[src/rtl/hz_pkg.sv]
package hz_pkg;
  typedef enum logic [1:0] {
    FWD_RF = 2'd0,
    FWD_XM = 2'd1,
    FWD_MW = 2'd2
  } fwd_sel_e;
endpackage

[src/rtl/hz_dep_match.sv]
// One source-versus-producer comparison; register 0 and idle producers never hit.
module hz_dep_match #(
  parameter int AW = 3
) (
  input  logic [AW-1:0] src,
  input  logic          src_used,
  input  logic [AW-1:0] dst,
  input  logic          dst_wen,
  output logic          hit
);
  always_comb begin
    hit = src_used && dst_wen && (dst != '0) && (src == dst);
  end
endmodule

[src/rtl/hz_regfile_wt.sv]
// Register file with write-through on every read port.
module hz_regfile_wt #(
  parameter int NREG  = 8,
  parameter int DW    = 16,
  parameter int NRD   = 2,
  localparam int AW   = $clog2(NREG)
) (
  input  logic                   clk,
  input  logic                   rst_n,
  input  logic [NRD-1:0][AW-1:0] rd_addr,
  output logic [NRD-1:0][DW-1:0] rd_data,
  input  logic [AW-1:0]          wr_addr,
  input  logic                   wr_en,
  input  logic [DW-1:0]          wr_data
);
  logic [DW-1:0] regs [NREG];
  logic          wr_live;

  assign wr_live = wr_en && (wr_addr != '0);

  always_ff @(posedge clk or negedge rst_n) begin
    if (!rst_n) begin
      for (int i = 0; i < NREG; i++) regs[i] <= '0;
    end else if (wr_live) begin
      regs[wr_addr] <= wr_data;
    end
  end

  for (genvar p = 0; p < NRD; p++) begin : g_rd
    always_comb begin
      if (rd_addr[p] == '0)
        rd_data[p] = '0;
      else if (wr_live && (wr_addr == rd_addr[p]))
        rd_data[p] = wr_data;
      else
        rd_data[p] = regs[rd_addr[p]];
    end

    // same-cycle write returns the new value
    assert_write_through_R8: assert property (@(posedge clk) disable iff (!rst_n)
      (wr_en && wr_addr != '0 && rd_addr[p] == wr_addr) |-> (rd_data[p] == wr_data));
    // register 0 reads zero
    assert_zero_reg_R9: assert property (@(posedge clk) disable iff (!rst_n)
      (rd_addr[p] == '0) |-> (rd_data[p] == '0));
    // an unwritten register keeps its value across a cycle
    assert_hold_R9: assert property (@(posedge clk) disable iff (!rst_n)
      (!wr_en && $stable(rd_addr[p])) |=> (!wr_en && $stable(rd_addr[p])) -> $stable(rd_data[p]));
  end
endmodule

[src/rtl/hz_fwd_sel.sv]
// Priority bypass select for operand A: youngest producer wins.
module hz_fwd_sel (
  input  logic             hit_xm,
  input  logic             hit_mw,
  output hz_pkg::fwd_sel_e sel
);
  always_comb begin
    if (hit_xm)      sel = hz_pkg::FWD_XM;
    else if (hit_mw) sel = hz_pkg::FWD_MW;
    else             sel = hz_pkg::FWD_RF;
  end
endmodule

[src/rtl/hz_stall_gen.sv]
// Decode hold: load-use on either source, or any in-flight producer of source B.
module hz_stall_gen (
  input  logic hit_a_ex,
  input  logic hit_b_ex,
  input  logic hit_b_mem,
  input  logic ex_load,
  output logic stall
);
  logic load_use;
  logic b_unbypassed;

  always_comb begin
    load_use     = ex_load && (hit_a_ex || hit_b_ex);
    b_unbypassed = hit_b_ex || hit_b_mem;
    stall        = load_use || b_unbypassed;
  end
endmodule

[src/rtl/partial_fwd_hazard_unit.sv]
module partial_fwd_hazard_unit #(
  parameter int NREG = 8,
  parameter int DW   = 16,
  localparam int AW  = $clog2(NREG)
) (
  input  logic          clk,
  input  logic          rst_n,
  input  logic [AW-1:0] dec_src_a,
  input  logic          dec_src_a_used,
  input  logic [AW-1:0] dec_src_b,
  input  logic          dec_src_b_used,
  input  logic [AW-1:0] ex_dst,
  input  logic          ex_wen,
  input  logic          ex_load,
  input  logic [AW-1:0] mem_dst,
  input  logic          mem_wen,
  input  logic [AW-1:0] wb_dst,
  input  logic          wb_wen,
  input  logic [DW-1:0] wb_data,
  output logic [DW-1:0] src_a_data,
  output logic [DW-1:0] src_b_data,
  output logic [1:0]    src_a_sel,
  output logic          stall
);
  localparam int NSRC  = 2;
  localparam int NPROD = 2;  // execute, memory

  logic [NSRC-1:0][AW-1:0]  src_idx;
  logic [NSRC-1:0]          src_used;
  logic [NPROD-1:0][AW-1:0] prod_dst;
  logic [NPROD-1:0]         prod_wen;
  logic [NSRC-1:0][NPROD-1:0] hit;
  logic [NSRC-1:0][DW-1:0]  rd_data;
  hz_pkg::fwd_sel_e         sel_e;

  assign src_idx  = {dec_src_b, dec_src_a};
  assign src_used = {dec_src_b_used, dec_src_a_used};
  assign prod_dst = {mem_dst, ex_dst};
  assign prod_wen = {mem_wen, ex_wen};

  for (genvar s = 0; s < NSRC; s++) begin : g_src
    for (genvar p = 0; p < NPROD; p++) begin : g_prod
      hz_dep_match #(.AW(AW)) u_match (
        .src     (src_idx[s]),
        .src_used(src_used[s]),
        .dst     (prod_dst[p]),
        .dst_wen (prod_wen[p]),
        .hit     (hit[s][p])
      );
    end
  end

  hz_fwd_sel u_sel (
    .hit_xm(hit[0][0]),
    .hit_mw(hit[0][1]),
    .sel   (sel_e)
  );
  assign src_a_sel = sel_e;

  hz_stall_gen u_stall (
    .hit_a_ex (hit[0][0]),
    .hit_b_ex (hit[1][0]),
    .hit_b_mem(hit[1][1]),
    .ex_load  (ex_load),
    .stall    (stall)
  );

  hz_regfile_wt #(.NREG(NREG), .DW(DW), .NRD(NSRC)) u_rf (
    .clk    (clk),
    .rst_n  (rst_n),
    .rd_addr(src_idx),
    .rd_data(rd_data),
    .wr_addr(wb_dst),
    .wr_en  (wb_wen),
    .wr_data(wb_data)
  );
  assign src_a_data = rd_data[0];
  assign src_b_data = rd_data[1];

  // only three select codes exist
  assert_sel_legal_R1: assert property (@(posedge clk) disable iff (!rst_n)
    src_a_sel != 2'd3);
  // load in execute feeding source A must hold decode
  assert_load_use_a_R5: assert property (@(posedge clk) disable iff (!rst_n)
    (ex_load && ex_wen && ex_dst != '0 && dec_src_a_used && dec_src_a == ex_dst) |-> stall);
  // source B produced in memory cannot be bypassed
  assert_b_mem_R6: assert property (@(posedge clk) disable iff (!rst_n)
    (dec_src_b_used && dec_src_b != '0 && mem_wen && mem_dst == dec_src_b) |-> stall);
  // zero sources never depend on anything
  assert_zero_src_R7: assert property (@(posedge clk) disable iff (!rst_n)
    (dec_src_a == '0 && dec_src_b == '0) |-> (!stall && src_a_sel == 2'd0));
  // with B unused and no load in execute, source A is never stalled
  assert_a_no_stall_R10: assert property (@(posedge clk) disable iff (!rst_n)
    (!dec_src_b_used && !ex_load) |-> !stall);
endmodule

[config.mk]
export PLATFORM = sky130hd
export DESIGN_NAME = partial_fwd_hazard_unit
export DESIGN_NICKNAME = d
export VERILOG_FILES = /design/src/rtl/hz_pkg.sv /design/src/rtl/hz_dep_match.sv /design/src/rtl/hz_regfile_wt.sv /design/src/rtl/hz_fwd_sel.sv /design/src/rtl/hz_stall_gen.sv /design/src/rtl/partial_fwd_hazard_unit.sv
export SDC_FILE = /design/constraint.sdc
export NUM_CORES = 1
export LEC_CHECK = 0
export ABC_AREA = 1
export BUFFER_PORTS_ARGS = -buffer_cell sky130_fd_sc_hd__buf_2
export CAP_MARGIN = 20
export CORE_ASPECT_RATIO = 1.2
export CORE_MARGIN = 2
export CORE_UTILIZATION = 56
export CTS_CLUSTER_SIZE = 24
export DETAILED_ROUTE_END_ITERATION = 6
export GPL_TIMING_DRIVEN = 1
export HOLD_SLACK_MARGIN = 0.12
export MAX_ROUTING_LAYER = met4
export PLACE_DENSITY_LB_ADDON = 0.2
export SLEW_MARGIN = 5
export SYNTH_ARGS = -nofsm -noshare
export SYNTH_HDL_FRONTEND = slang
export SYNTH_HIERARCHICAL = 1
export SYNTH_SLANG_ARGS = --single-unit
[constraint.sdc]
create_clock -name clk -period 2.7 [get_ports clk]
set_clock_uncertainty 0.05 [all_clocks]
set_input_delay 0.81 -clock clk [delete_from_list [all_inputs] [get_ports clk]]
set_output_delay 0.81 -clock clk [all_outputs]
set_load 0.005 [all_outputs]
==> flow_summary.json <==
{
  "status": "complete, but fails checks",
  "violations": "DRC, setup timing",
  "drc": 28,
  "gp_congestion": 0.933,
  "synth.area.top_cells": "dfrtp_1 (40%), nand2_1 (26%), nand3_1 (12%)",
  "grt-ovfl-total": 0,
  "reg_top3": "u_rf/regs x128",
  "coreArea_um2": 13900,
  "max_slew_margin": 0.607,
  "die_y_um": 135,
  "ir_drop_uv": 437,
  "synth.distinct_cells": 20,
  "synthDominantCellAreaShare": 0.399,
  "first_global_vias": 8777,
  "routed_wl_um": 31100,
  "synth_cells": 1255,
  "vias_per_cell": 6.14,
  "netSwitchingPower_mw": 2.17,
  "clk_pin_slew_ps": 60,
  "intPower_mw": 4.65,
  "async_flop_share": 1.00,
  "cts_buffers": 17,
  "cp_max_fo": 8,
  "swShare": 0.318,
  "grt_pass1_wl_um": 45300,
  "start_util": 0.576,
  "ff2ff_path_depth": 2,
  "clock.fmax_ghz": 0.337,
  "first_pass_iters": 7,
  "yosysMostFrequentCell": "nand2_1",
  "ant_nets": 0,
  "worstSetupPathType": "in -> out",
  "synth_nets": 1294,
  "synth-seq-cells": 128,
  "ios": 74,
  "ys.warnings.count": 6,
  "cts_num_sinks": 128,
  "r2r_setup_slack_ps": 1790,
  "wl_per_cell_um": 19.9,
  "yosys-top-cells-count": "nand2_1 (552), nand3_1 (197), dfrtp_1 (128), o21ai_0 (96), nor2_1 (77)",
  "largest-register": "u_rf/regs",
  "synth_top_area_cell": "dfrtp_1",
  "h-tree-depth": 4,
  "r2r-end": "u_rf/regs[90]$_DFFE_PN0P_",
  "worst_path_max_delay_cell": "buf_16",
  "antenna_found_initial": 0,
  "dieWidth_um": 113,
  "sequentialPowerShare": 0.372,
  "end_kind": "output port",
  "slew_viol_final": 0,
  "initialDrtViolationCount": 1505,
  "cts_tree": "done",
  "dieArea_um2": 15300,
  "num_antenna_cells": 0,
  "port_buffers": 73,
  "pwr-share-clk": 0.375,
  "netlist_area_um2": 8030,
  "ys_seq_area_frac": 0.399,
  "root_buffer": "clkbuf_16",
  "power.total_mw": 6.81,
  "avgSynthCellArea_um2": 6.40,
  "synthToLayoutAreaGrowth_pct": 35.9,
  "synth-edff-count": 0,
  "clockBufferDepth": 2,
  "grt_max_degree": 41,
  "cp_cell_sequence": "buf_16 > clkinv_8 > buf_12 > buf_16 > nand2_1 > nand3_1 > nand2_1 > nand2_1 > nand2_1 > nand2_1 > inv_2 > nor2_2 > buf_2",
  "fin_crit_ps": 2970,
  "largest_reg_flops": 128,
  "multi_input_area_um2": 4610,
  "rsz0062_at_grt": "yes",
  "min_path_type": "in -> async",
  "fin_crit_sh": 1.10,
  "vias": 9615,
  "cp.required_ps": 1840,
  "clock_latency_ps": 420,
  "crit_arrival_ps": 2110,
  "seqCellArea_um2": 3200,
  "final-hold-violation-count": 0,
  "reg2reg_from": "u_rf/regs[90]$_DFFE_PN0P_",
  "drive_gt1_frac": 0.259,
  "max-cap-violations": 0,
  "setup_ws_ps": -266,
  "power_density_nw_per_um2": 624,
  "grt_use_total": 0.393,
  "nets": 1421,
  "fp-row-count": 47,
  "whs_ps": 339,
  "n_fill_cell": 917,
  "crit_path_start_kind": "primary input",
  "leakage_nw": 5.68,
  "tightest_slew_ps": 590,
  "combPwrFrac": 0.253,
  "holdBufCountCts": 0,
  "synth_top_flop_cell": "dfrtp_1",
  "hpwl_um": 17400,
  "setup_viol": 32,
  "path_common_cell": "nand2_1",
  "slowest_delay_ps": 140
}
## cell families after synthesis
group / count (synthesis) / synth area share
AND/OR/NAND/NOR: 840 / 0.434
buffers and inverters: 160 / 0.0854
flip-flops: 128 / 0.399
AO/OA/AOI/OAI: 125 / 0.0779
XOR/XNOR: 2 / 0.00405
## cells in the final DEF (no fill, tap or decap)
cell type,count
nor2_2,11
inv_6,2
xnor2_4,2
inv_1,54
inv_4,2
buf_12,26
clkbuf_16,18
inv_2,4
nand2_4,10
nor2_1,62
nand3_2,35
nand2_1,499
buf_8,4
clkbuf_1,3
buf_6,29
clkinv_8,2
buf_16,5
nor3_4,1
clkinv_4,2
dfrtp_1,128
inv_8,2
nand2_2,45
clkinv_2,3
nor2_4,9
bufinv_16,5
clkbuf_8,2
a21oi_1,27
nand3_1,165
buf_4,74
a21oi_2,1
a21oi_4,1
o21ai_0,96
nand3_4,3
buf_2,63
## worst max-delay path by stage
stage | startpoint | end | slack [ps] | depth (start not counted)
3_5_place_dp | wb_dst[2] | src_a_data[5] | -340 | 9
3_3_place_gp | wb_dst[0] | src_a_data[9] | -300 | 8
2_1_floorplan | wb_dst[1] | src_a_data[13] | 80 | 9
6_report | dec_src_b[0] | src_b_data[13] | -270 | 13
4_1_cts | wb_dst[1] | src_b_data[8] | -80 | 11
5_1_grt | dec_src_b[0] | src_b_data[13] | -380 | 13
## timing repair
action                                  CTS  global route
gates cloned                              4             1
endpoints found under the setup margin   35            35
pin swaps                                44            61
gates resized for setup                  97           129
buffers inserted                         19             9
## power by group through the flow
stage / Sequential (mW) / Clock [mW] / Combinational [mW]
floorplan: 2.46 / 0 / 0.906
CTS: 2.50 / 2.55 / 1.53
finish: 2.54 / 2.55 / 1.72
detailed placement: 2.52 / 0 / 1.39
global route: 2.56 / 2.64 / 1.89
global placement: 2.52 / 0 / 1.36
## stage by stage
stage | area [um^2] | TNS (ps) | util | std cells | worst slack, ps
6_report | 10900 | -3370 | 0.783 | 1566 | -266
5_1_grt | 10900 | -5000 | 0.783 | 1566 | -375
4_1_cts | 10400 | -1740 | 0.747 | 1559 | -75.7
3_5_place_dp | 9150 | -7870 | 0.657 | 1504 | -336
3_3_place_gp | 9150 | -7220 | 0.657 | 1504 | -299
2_1_floorplan | 8030 | 0 | - | 1255 | 82.2
## worst max-delay path: cells and delay by family
kind / cells / cell delay [ps]
simple gates: 7 / 560
buf+inv: 6 / 730
## routing by layer
metal | vias up | wire length [um] | track usage
met5 | - | 0 | -
met4 | 0 | 1930 | 0.207
met3 | 209 | 3840 | 0.0828
met2 | 777 | 14200 | 0.615
met1 | 4400 | 11100 | 0.480
li1 | 4229 | - | -
## cell type report
cell class              instances  share of cell area
clock buffers                  22              0.0425
clock inverters                10              0.0167
inverters                      66              0.0277
multi-input cells             967               0.422
flip-flops and latches        128               0.293
well taps                     171              0.0196
repair buffers                202               0.178
Note: power is estimated with default switching activity, not from simulation.
